### config.mk
export PLATFORM = sky130hd
export DESIGN_NAME = chroma_phase_gen
export DESIGN_NICKNAME = d
export VERILOG_FILES = /design/src/rtl/chroma_phase_pkg.sv /design/src/rtl/cpg_word_regs.sv /design/src/rtl/cpg_word_sel.sv /design/src/rtl/cpg_phase_acc.sv /design/src/rtl/chroma_phase_gen.sv
export SDC_FILE = /design/constraint.sdc
export NUM_CORES = 1
export LEC_CHECK = 0
export BUFFER_PORTS_ARGS = -buffer_cell sky130_fd_sc_hd__buf_2
export CORE_MARGIN = 10
export CORE_UTILIZATION = 56
export CTS_BUF_LIST = sky130_fd_sc_hd__clkbuf_4
export CTS_CLUSTER_SIZE = 25
export DETAILED_ROUTE_END_ITERATION = 10
export MAX_ROUTING_LAYER = met4
export PLACE_DENSITY = 0.78
export SLEW_MARGIN = 15
export SYNTH_ARGS = -nofsm -noshare
export SYNTH_HDL_FRONTEND = slang
export SYNTH_SLANG_ARGS = --single-unit
### constraint.sdc
create_clock -name clk -period 3.6 [get_ports clk]
set_input_delay 0.36 -clock clk [delete_from_list [all_inputs] [get_ports clk]]
set_output_delay 0.36 -clock clk [all_outputs]
set_load 0.02 [all_outputs]
### src/rtl/chroma_phase_pkg.sv
// Shared constants and types for the colour subcarrier phase generator.
// Assumes a 32-bit tuning word where 2^31 equals the pixel rate.
package chroma_phase_pkg;
    localparam int FCW_W  = 32;
    localparam int HALF_W = FCW_W / 2;

    typedef enum logic [1:0] {
        STD_NTSC  = 2'd0,
        STD_PAL   = 2'd1,
        STD_PAL_M = 2'd2,
        STD_PAL_N = 2'd3
    } tv_std_e;

    localparam logic [FCW_W-1:0] FCW_NTSC   = 32'h21F0_7C1F;
    localparam logic [FCW_W-1:0] FCW_PAL    = 32'h2A09_8ACB;
    localparam logic [FCW_W-1:0] FCW_PAL_M  = 32'h21E6_EFE3;
    localparam logic [FCW_W-1:0] FCW_PAL_N  = 32'h21F6_9446;
    localparam logic [FCW_W-1:0] FCW_DB_RST = 32'h284B_DA13;

    // Built-in tuning word for a colour standard code.
    function automatic logic [FCW_W-1:0] builtin_fcw(tv_std_e s);
        case (s)
            STD_NTSC:  return FCW_NTSC;
            STD_PAL:   return FCW_PAL;
            STD_PAL_M: return FCW_PAL_M;
            default:   return FCW_PAL_N;
        endcase
    endfunction
endpackage

### src/rtl/cpg_word_regs.sv
// Holds the programmed custom (red-difference) word and the blue-difference word.
// Each is written as two 16-bit halves. Address bit 1 selects the bank and
// bit 0 the half. Assumes one write per cycle at most.
module cpg_word_regs
    import chroma_phase_pkg::*;
(
    input  logic              clk,
    input  logic              rst_n,
    input  logic              cfg_wr,
    input  logic [1:0]        cfg_addr,
    input  logic [HALF_W-1:0] cfg_wdata,
    output logic [FCW_W-1:0]  cust_word,
    output logic [FCW_W-1:0]  db_word
);
    for (genvar h = 0; h < 2; h++) begin : g_half
        logic [HALF_W-1:0] cust_h;
        logic [HALF_W-1:0] db_h;
        logic              hit_h;

        // Decode a write aimed at this half.
        assign hit_h = cfg_wr && (cfg_addr[0] == 1'(h));

        // Store the custom and blue-difference halves.
        always_ff @(posedge clk) begin
            if (!rst_n) begin
                cust_h <= '0;
                db_h   <= FCW_DB_RST[h*HALF_W +: HALF_W];
            end else if (hit_h) begin
                if (!cfg_addr[1]) cust_h <= cfg_wdata;
                else              db_h   <= cfg_wdata;
            end
        end

        assign cust_word[h*HALF_W +: HALF_W] = cust_h;
        assign db_word[h*HALF_W +: HALF_W]   = db_h;
    end

    a_r5_hold_without_write: assert property (@(posedge clk) disable iff (!rst_n)
        !cfg_wr |=> ($stable(cust_word) && $stable(db_word)));
endmodule

### src/rtl/cpg_word_sel.sv
// Chooses the tuning word for the current cycle. The FM colour mode takes
// priority, then the custom override, then the built-in word per standard.
// Purely combinational.
module cpg_word_sel
    import chroma_phase_pkg::*;
(
    input  logic [1:0]       std_sel,
    input  logic             custom_en,
    input  logic             secam_en,
    input  logic             line_par,
    input  logic [FCW_W-1:0] cust_word,
    input  logic [FCW_W-1:0] db_word,
    output logic [FCW_W-1:0] sel_word
);
    // Priority selection of the active tuning word.
    always_comb begin
        if (secam_en)       sel_word = line_par ? db_word : cust_word;
        else if (custom_en) sel_word = cust_word;
        else                sel_word = builtin_fcw(tv_std_e'(std_sel));
    end
endmodule

### src/rtl/cpg_phase_acc.sv
// Phase accumulator with line-start reload and the line parity flag.
// Advances once per clock and wraps modulo 2^FCW_W. The output phase is
// the top PH_W bits.
module cpg_phase_acc
    import chroma_phase_pkg::*;
#(
    parameter int PH_W = 8
) (
    input  logic             clk,
    input  logic             rst_n,
    input  logic             soft_clr,
    input  logic             line_start,
    input  logic             secam_en,
    input  logic [PH_W-1:0]  phase_ofs,
    input  logic [FCW_W-1:0] sel_word,
    output logic [PH_W-1:0]  phase,
    output logic             line_rst,
    output logic             line_par
);
    localparam int LOW_W = FCW_W - PH_W;

    logic [FCW_W-1:0] acc_q;

    // Accumulate, reload at line start, toggle the parity in FM mode.
    always_ff @(posedge clk) begin
        if (!rst_n || soft_clr) begin
            acc_q    <= '0;
            line_par <= 1'b0;
            line_rst <= 1'b0;
        end else begin
            line_rst <= line_start;
            if (line_start) begin
                acc_q <= {phase_ofs, {LOW_W{1'b0}}};
                if (secam_en) line_par <= ~line_par;
            end else begin
                acc_q <= acc_q + sel_word;
            end
        end
    end

    assign phase = acc_q[FCW_W-1 -: PH_W];

    a_r2_advance: assert property (@(posedge clk) disable iff (!rst_n)
        (!soft_clr && !line_start) |=> (acc_q == $past(acc_q) + $past(sel_word)));
    a_r7_reload: assert property (@(posedge clk) disable iff (!rst_n)
        (line_start && !soft_clr) |=> (phase == $past(phase_ofs) && line_rst));
    a_r8_parity_hold: assert property (@(posedge clk) disable iff (!rst_n)
        (!secam_en && !soft_clr) |=> $stable(line_par));
    a_r9_clear: assert property (@(posedge clk) disable iff (!rst_n)
        soft_clr |=> (acc_q == '0 && !line_par && !line_rst));
endmodule

### src/rtl/chroma_phase_gen.sv
// Colour subcarrier phase generator top level. It joins the word registers,
// the word selector and the phase accumulator. Assumes the clock runs at
// twice the pixel rate and that all inputs are synchronous to it.
module chroma_phase_gen
    import chroma_phase_pkg::*;
#(
    parameter int PH_W = 8
) (
    input  logic              clk,
    input  logic              rst_n,
    input  logic              soft_clr,
    input  logic              cfg_wr,
    input  logic [1:0]        cfg_addr,
    input  logic [HALF_W-1:0] cfg_wdata,
    input  logic [1:0]        std_sel,
    input  logic              custom_en,
    input  logic              secam_en,
    input  logic [PH_W-1:0]   phase_ofs,
    input  logic              line_start,
    output logic [PH_W-1:0]   phase,
    output logic              line_rst
);
    logic [FCW_W-1:0] cust_word;
    logic [FCW_W-1:0] db_word;
    logic [FCW_W-1:0] sel_word;
    logic             line_par;

    cpg_word_regs u_regs (
        .clk       (clk),
        .rst_n     (rst_n),
        .cfg_wr    (cfg_wr),
        .cfg_addr  (cfg_addr),
        .cfg_wdata (cfg_wdata),
        .cust_word (cust_word),
        .db_word   (db_word)
    );

    cpg_word_sel u_sel (
        .std_sel   (std_sel),
        .custom_en (custom_en),
        .secam_en  (secam_en),
        .line_par  (line_par),
        .cust_word (cust_word),
        .db_word   (db_word),
        .sel_word  (sel_word)
    );

    cpg_phase_acc #(.PH_W(PH_W)) u_acc (
        .clk        (clk),
        .rst_n      (rst_n),
        .soft_clr   (soft_clr),
        .line_start (line_start),
        .secam_en   (secam_en),
        .phase_ofs  (phase_ofs),
        .sel_word   (sel_word),
        .phase      (phase),
        .line_rst   (line_rst),
        .line_par   (line_par)
    );

    a_r6_secam_word: assert property (@(posedge clk) disable iff (!rst_n)
        secam_en |-> (sel_word == (line_par ? db_word : cust_word)));
endmodule

==> out/metrics.csv <==
stage,metric,value,unit
outcome,status,"complete, no violations",
floorplan,number of cell rows,36,
hold_path,classification of the worst-slack hold path,in -> reg,
hold_path,Worst Hold Endpoint,u_acc.acc_q[24]$_SDFF_PP0_,
logic_synthesis,sequential area share after synthesis,35.7,%
logic_synthesis,Synth Net Count,757,
critical_path,setup slack of the most critical reg-to-reg path,0.21,ns
finish,final design utilization,63.1,%
floorplan,vertical extent of the die,119,µm
logic_synthesis,top cell type by total area after synthesis,dfxtp_1,
logic_synthesis,portion of synthesized cell area occupied by the leading cell type,35.7,%
sta,final count of hold timing violations,0,
routing,remaining number of nets flagged by the antenna check after routing,0,
sta,max_slew headroom,24.8,%
critical_path,data required time at the worst endpoint,3.96,ns
routing,final routed wirelength across all metal layers,15.2,mm
finish,final-stage net count,798,
floorplan,initial core utilization,56.8,%
clocking,Post CTS Setup Buffer Count,0,
logic_synthesis,mean area per synthesized cell,8.04,µm²
logic_synthesis,synth top area cells,"dfxtp_1, nand2_1, ha_1",
clocking,TritonCTS clock tree,yes,
routing,detail-routed net length per standard cell,17.6,µm
global_route,initial antenna violation count,0,
routing,initial drt markers,386,
finish,number of standard cells in the final layout excluding fillers,863,
logic_synthesis,Post-Syn Area,0.00550,mm²
critical_path,Worst EP arrival,3.74,ns
logic_synthesis,gate count of the mapped netlist,684,
hold_path,number of cells traversed by the worst hold path,3,
finish,relative area change from synthesis to final layout,11.1,%
logic_synthesis,count of warnings emitted by yosys,0,
critical_path,Reg-to-Reg Start,u_acc.line_par$_SDFFE_PP0P_,
critical_path,worst-path fanout max,21,
global_route,wire length of the first global-routing pass,25.0,mm
logic_synthesis,share of flip-flops with an asynchronous set or reset after synthesis,0,%
global_route,number of global-route vias before repair,4964,
global_route,met1 global-route usage,27.8,%
job,Maximum Capacitance Violations,0,
global_route,largest net degree at the start of global routing,65,
pwr,reported leakage power,2.61,nW
sta,setup TNS,0,ns
clocking,clock buffer count from CTS,9,
logic_synthesis,number of enable flip-flop cells after synthesis,0,
critical_path,Startpoint Class,flip-flop,
logic_synthesis,dominant synthesized flop cell,dfxtp_1,
pwr,VDD IR max,362,µV
global_route,overall routing resource usage,22.1,%
floorplan,Total Die Area,0.0142,mm²
global_route,met2 Usage GRT,34.8,%
global_route,met3 track demand over resource in global routing,4.77,%
sta,Least-Margin Pin Slew,1.12,ns
finish,"top library cells by usage in the layout, fill and taps aside","nand2_1, dfxtp_1, a21boi_0",
floorplan,core area,0.00968,mm²
clocking,sink count of the clock tree,98,
routing,1st-pass router iterations,5,
sta,clock period minus worst slack,3.39,ns
floorplan,overall die width,119,µm
global_route,"Most Used Layer, Global Route",met2,
critical_path,critical path class,reg -> reg,
finish,number of diodes added for antenna fixing,0,
sta,total count of max-transition violations in the final report,0,
clocking,Clock Root Buffer,clkbuf_4,
place,post-placement cell count,847,
finish,ratio of cells with drive above 1 in the final layout,14.2,%
sta,Layout Skew,0.0134,ns
clocking,CTS HTree Levels,3,
hold_path,critical hold path startpoint,phase_ofs[0],
place,dpl hpwl,11.4,mm
place,count of input and output buffers,43,
routing,Vias,5126,
global_route,overflow left after global routing,0,
floorplan,total I/O pin count,44,
critical_path,Critical Path End Type,flip-flop,
sta,final hold slack,0.0673,ns
place,weighted congestion reported at the end of routability-driven placement,0.961,
critical_path,number of cells traversed by the worst register-to-register path,12,
clocking,Bufs on Longest Clock Path,2,
clocking,clk_lat worst skew,0.48,ns
clocking,clock input transition at the sequential cells of the worst setup and hold paths,0.15,ns
pwr,power per unit of standard cell area,347,mW/mm²
routing,DRC Markers,0,
sta,fmax,295,MHz
logic_synthesis,count of unique library cells instantiated by Yosys,57,
logic_synthesis,register bit total from synthesis,98,
critical_path,critical register-to-register path endpoint,u_acc.acc_q[30]$_SDFF_PP0_,
finish,most common library cell in the layout ignoring fill and taps,nand2_1,
sta,part of the cycle the worst path needs,94.1,%
sta,final setup violation count,0,
routing,via count normalized by instance count,5.94,
## worst max-delay path, cell delays in order, from the launching register on
cell and delay (ns):
dfxtp_1 0.36, inv_1 0.06, mux2_2 0.36, buf_12 0.19
a221o_1 0.33, ha_1 0.32, and3_1 0.22, nand3_1 0.12
or3_1 0.42, a311o_1 0.39, o31ai_2 0.28, xnor2_1 0.15
o21ai_1 0.07
## per-layer routing
layer | routed length [µm] | share of wire [%]
met5 | 0 | 0
met4 | 374 | 2.5
met3 | 981 | 6.5
met2 | 7040 | 46
met1 | 6790 | 45
## cells in the mapped netlist, drive strengths merged, types with 3 or more instances
master / number
a211oi: 3
a21boi: 50
a21o: 15
a21oi: 30
a221o: 24
a22o: 5
a31oi: 4
and2: 9
and3: 4
buf: 12
clkbuf: 33
dfxtp: 98
ha: 37
inv: 18
nand2: 158
nand2b: 4
nand3: 24
nand4: 5
nor2: 42
nor2b: 3
nor3: 7
o211ai: 3
o21a: 4
o21ai: 19
o21bai: 5
o22ai: 3
o31ai: 5
or3: 4
xnor2: 19
xor2: 8
## per-stage QoR
step,total power (W),area [µm²],setup slack (ns)
3_3_place_gp,0.00151,5940,0.0626
3_5_place_dp,0.00152,5940,0.00112
6_report,0.00212,6110,0.214
4_1_cts,0.00212,6080,0.144
2_1_floorplan,0.00139,5510,0.0160
5_1_grt,0.00221,6110,-0.00618
## logic make-up (layout without fill, tap and decap cells)
family	after synthesis	count (layout)	share of synthesized area (%)
and+or+nand+nor	269	269	21.0
AOI/OAI and AO/OA	187	187	24.9
DFF	98	98	35.7
buffers and inverters	63	109	4.91
adders and majority gates	38	38	8.78
xor gates and xnor gates	27	27	4.30
muxes	2	2	0.387
## area by class of cell
class                           count  area (µm²)
Sequential cell                    98        1960
Multi-Input combinational cell    523        3310
Tap cell                          133         166
Timing Repair Buffer               75         468
Clock inverter                      6        65.1
Inverter                           18        67.6
Fill cell                         827        3570
Clock buffer                       10        75.1
## worst max-delay path by stage
stage	start	endpoint	slack, ns	depth (start not counted)
after global placement	secam_en	u_acc.acc_q[31]$_SDFF_PP0_	0.06	14
after global routing	u_acc.line_par$_SDFFE_PP0P_	u_acc.acc_q[24]$_SDFF_PP0_	-0.006	13
after detailed placement	secam_en	u_acc.acc_q[31]$_SDFF_PP0_	0.001	14
final	u_acc.line_par$_SDFFE_PP0P_	u_acc.acc_q[30]$_SDFF_PP0_	0.21	12
after floorplan	secam_en	u_acc.acc_q[30]$_SDFF_PP0_	0.02	14
after CTS	u_acc.line_par$_SDFFE_PP0P_	u_acc.acc_q[31]$_SDFF_PP0_	0.14	14
## timing repair
| item | 4_1_cts | 5_1_grt |
|---|---|---|
| hold endpoints to repair | 0 | 0 |
| hold buffers | 0 | 0 |
| gates resized for setup | 0 | 6 |
| endpoints found under the setup margin | 0 | 5 |
## registers in the layout, summed over array words and instances (netlist names)
| name | count |
|---|---|
| u_acc.acc_q | 32 |
| u_regs.g_half.cust_h | 32 |
| u_regs.g_half.db_h | 32 |
| u_acc.line_par | 1 |
| u_acc.line_rst | 1 |
## where the power goes
part	internal, W	switching (W)
Combinational	0.000149	0.000214
Sequential	0.00112	0.0000200
Clock	0.000223	0.000392
Total	0.00149	0.000625
No activity file was read; power rests on OpenSTA's default activity.
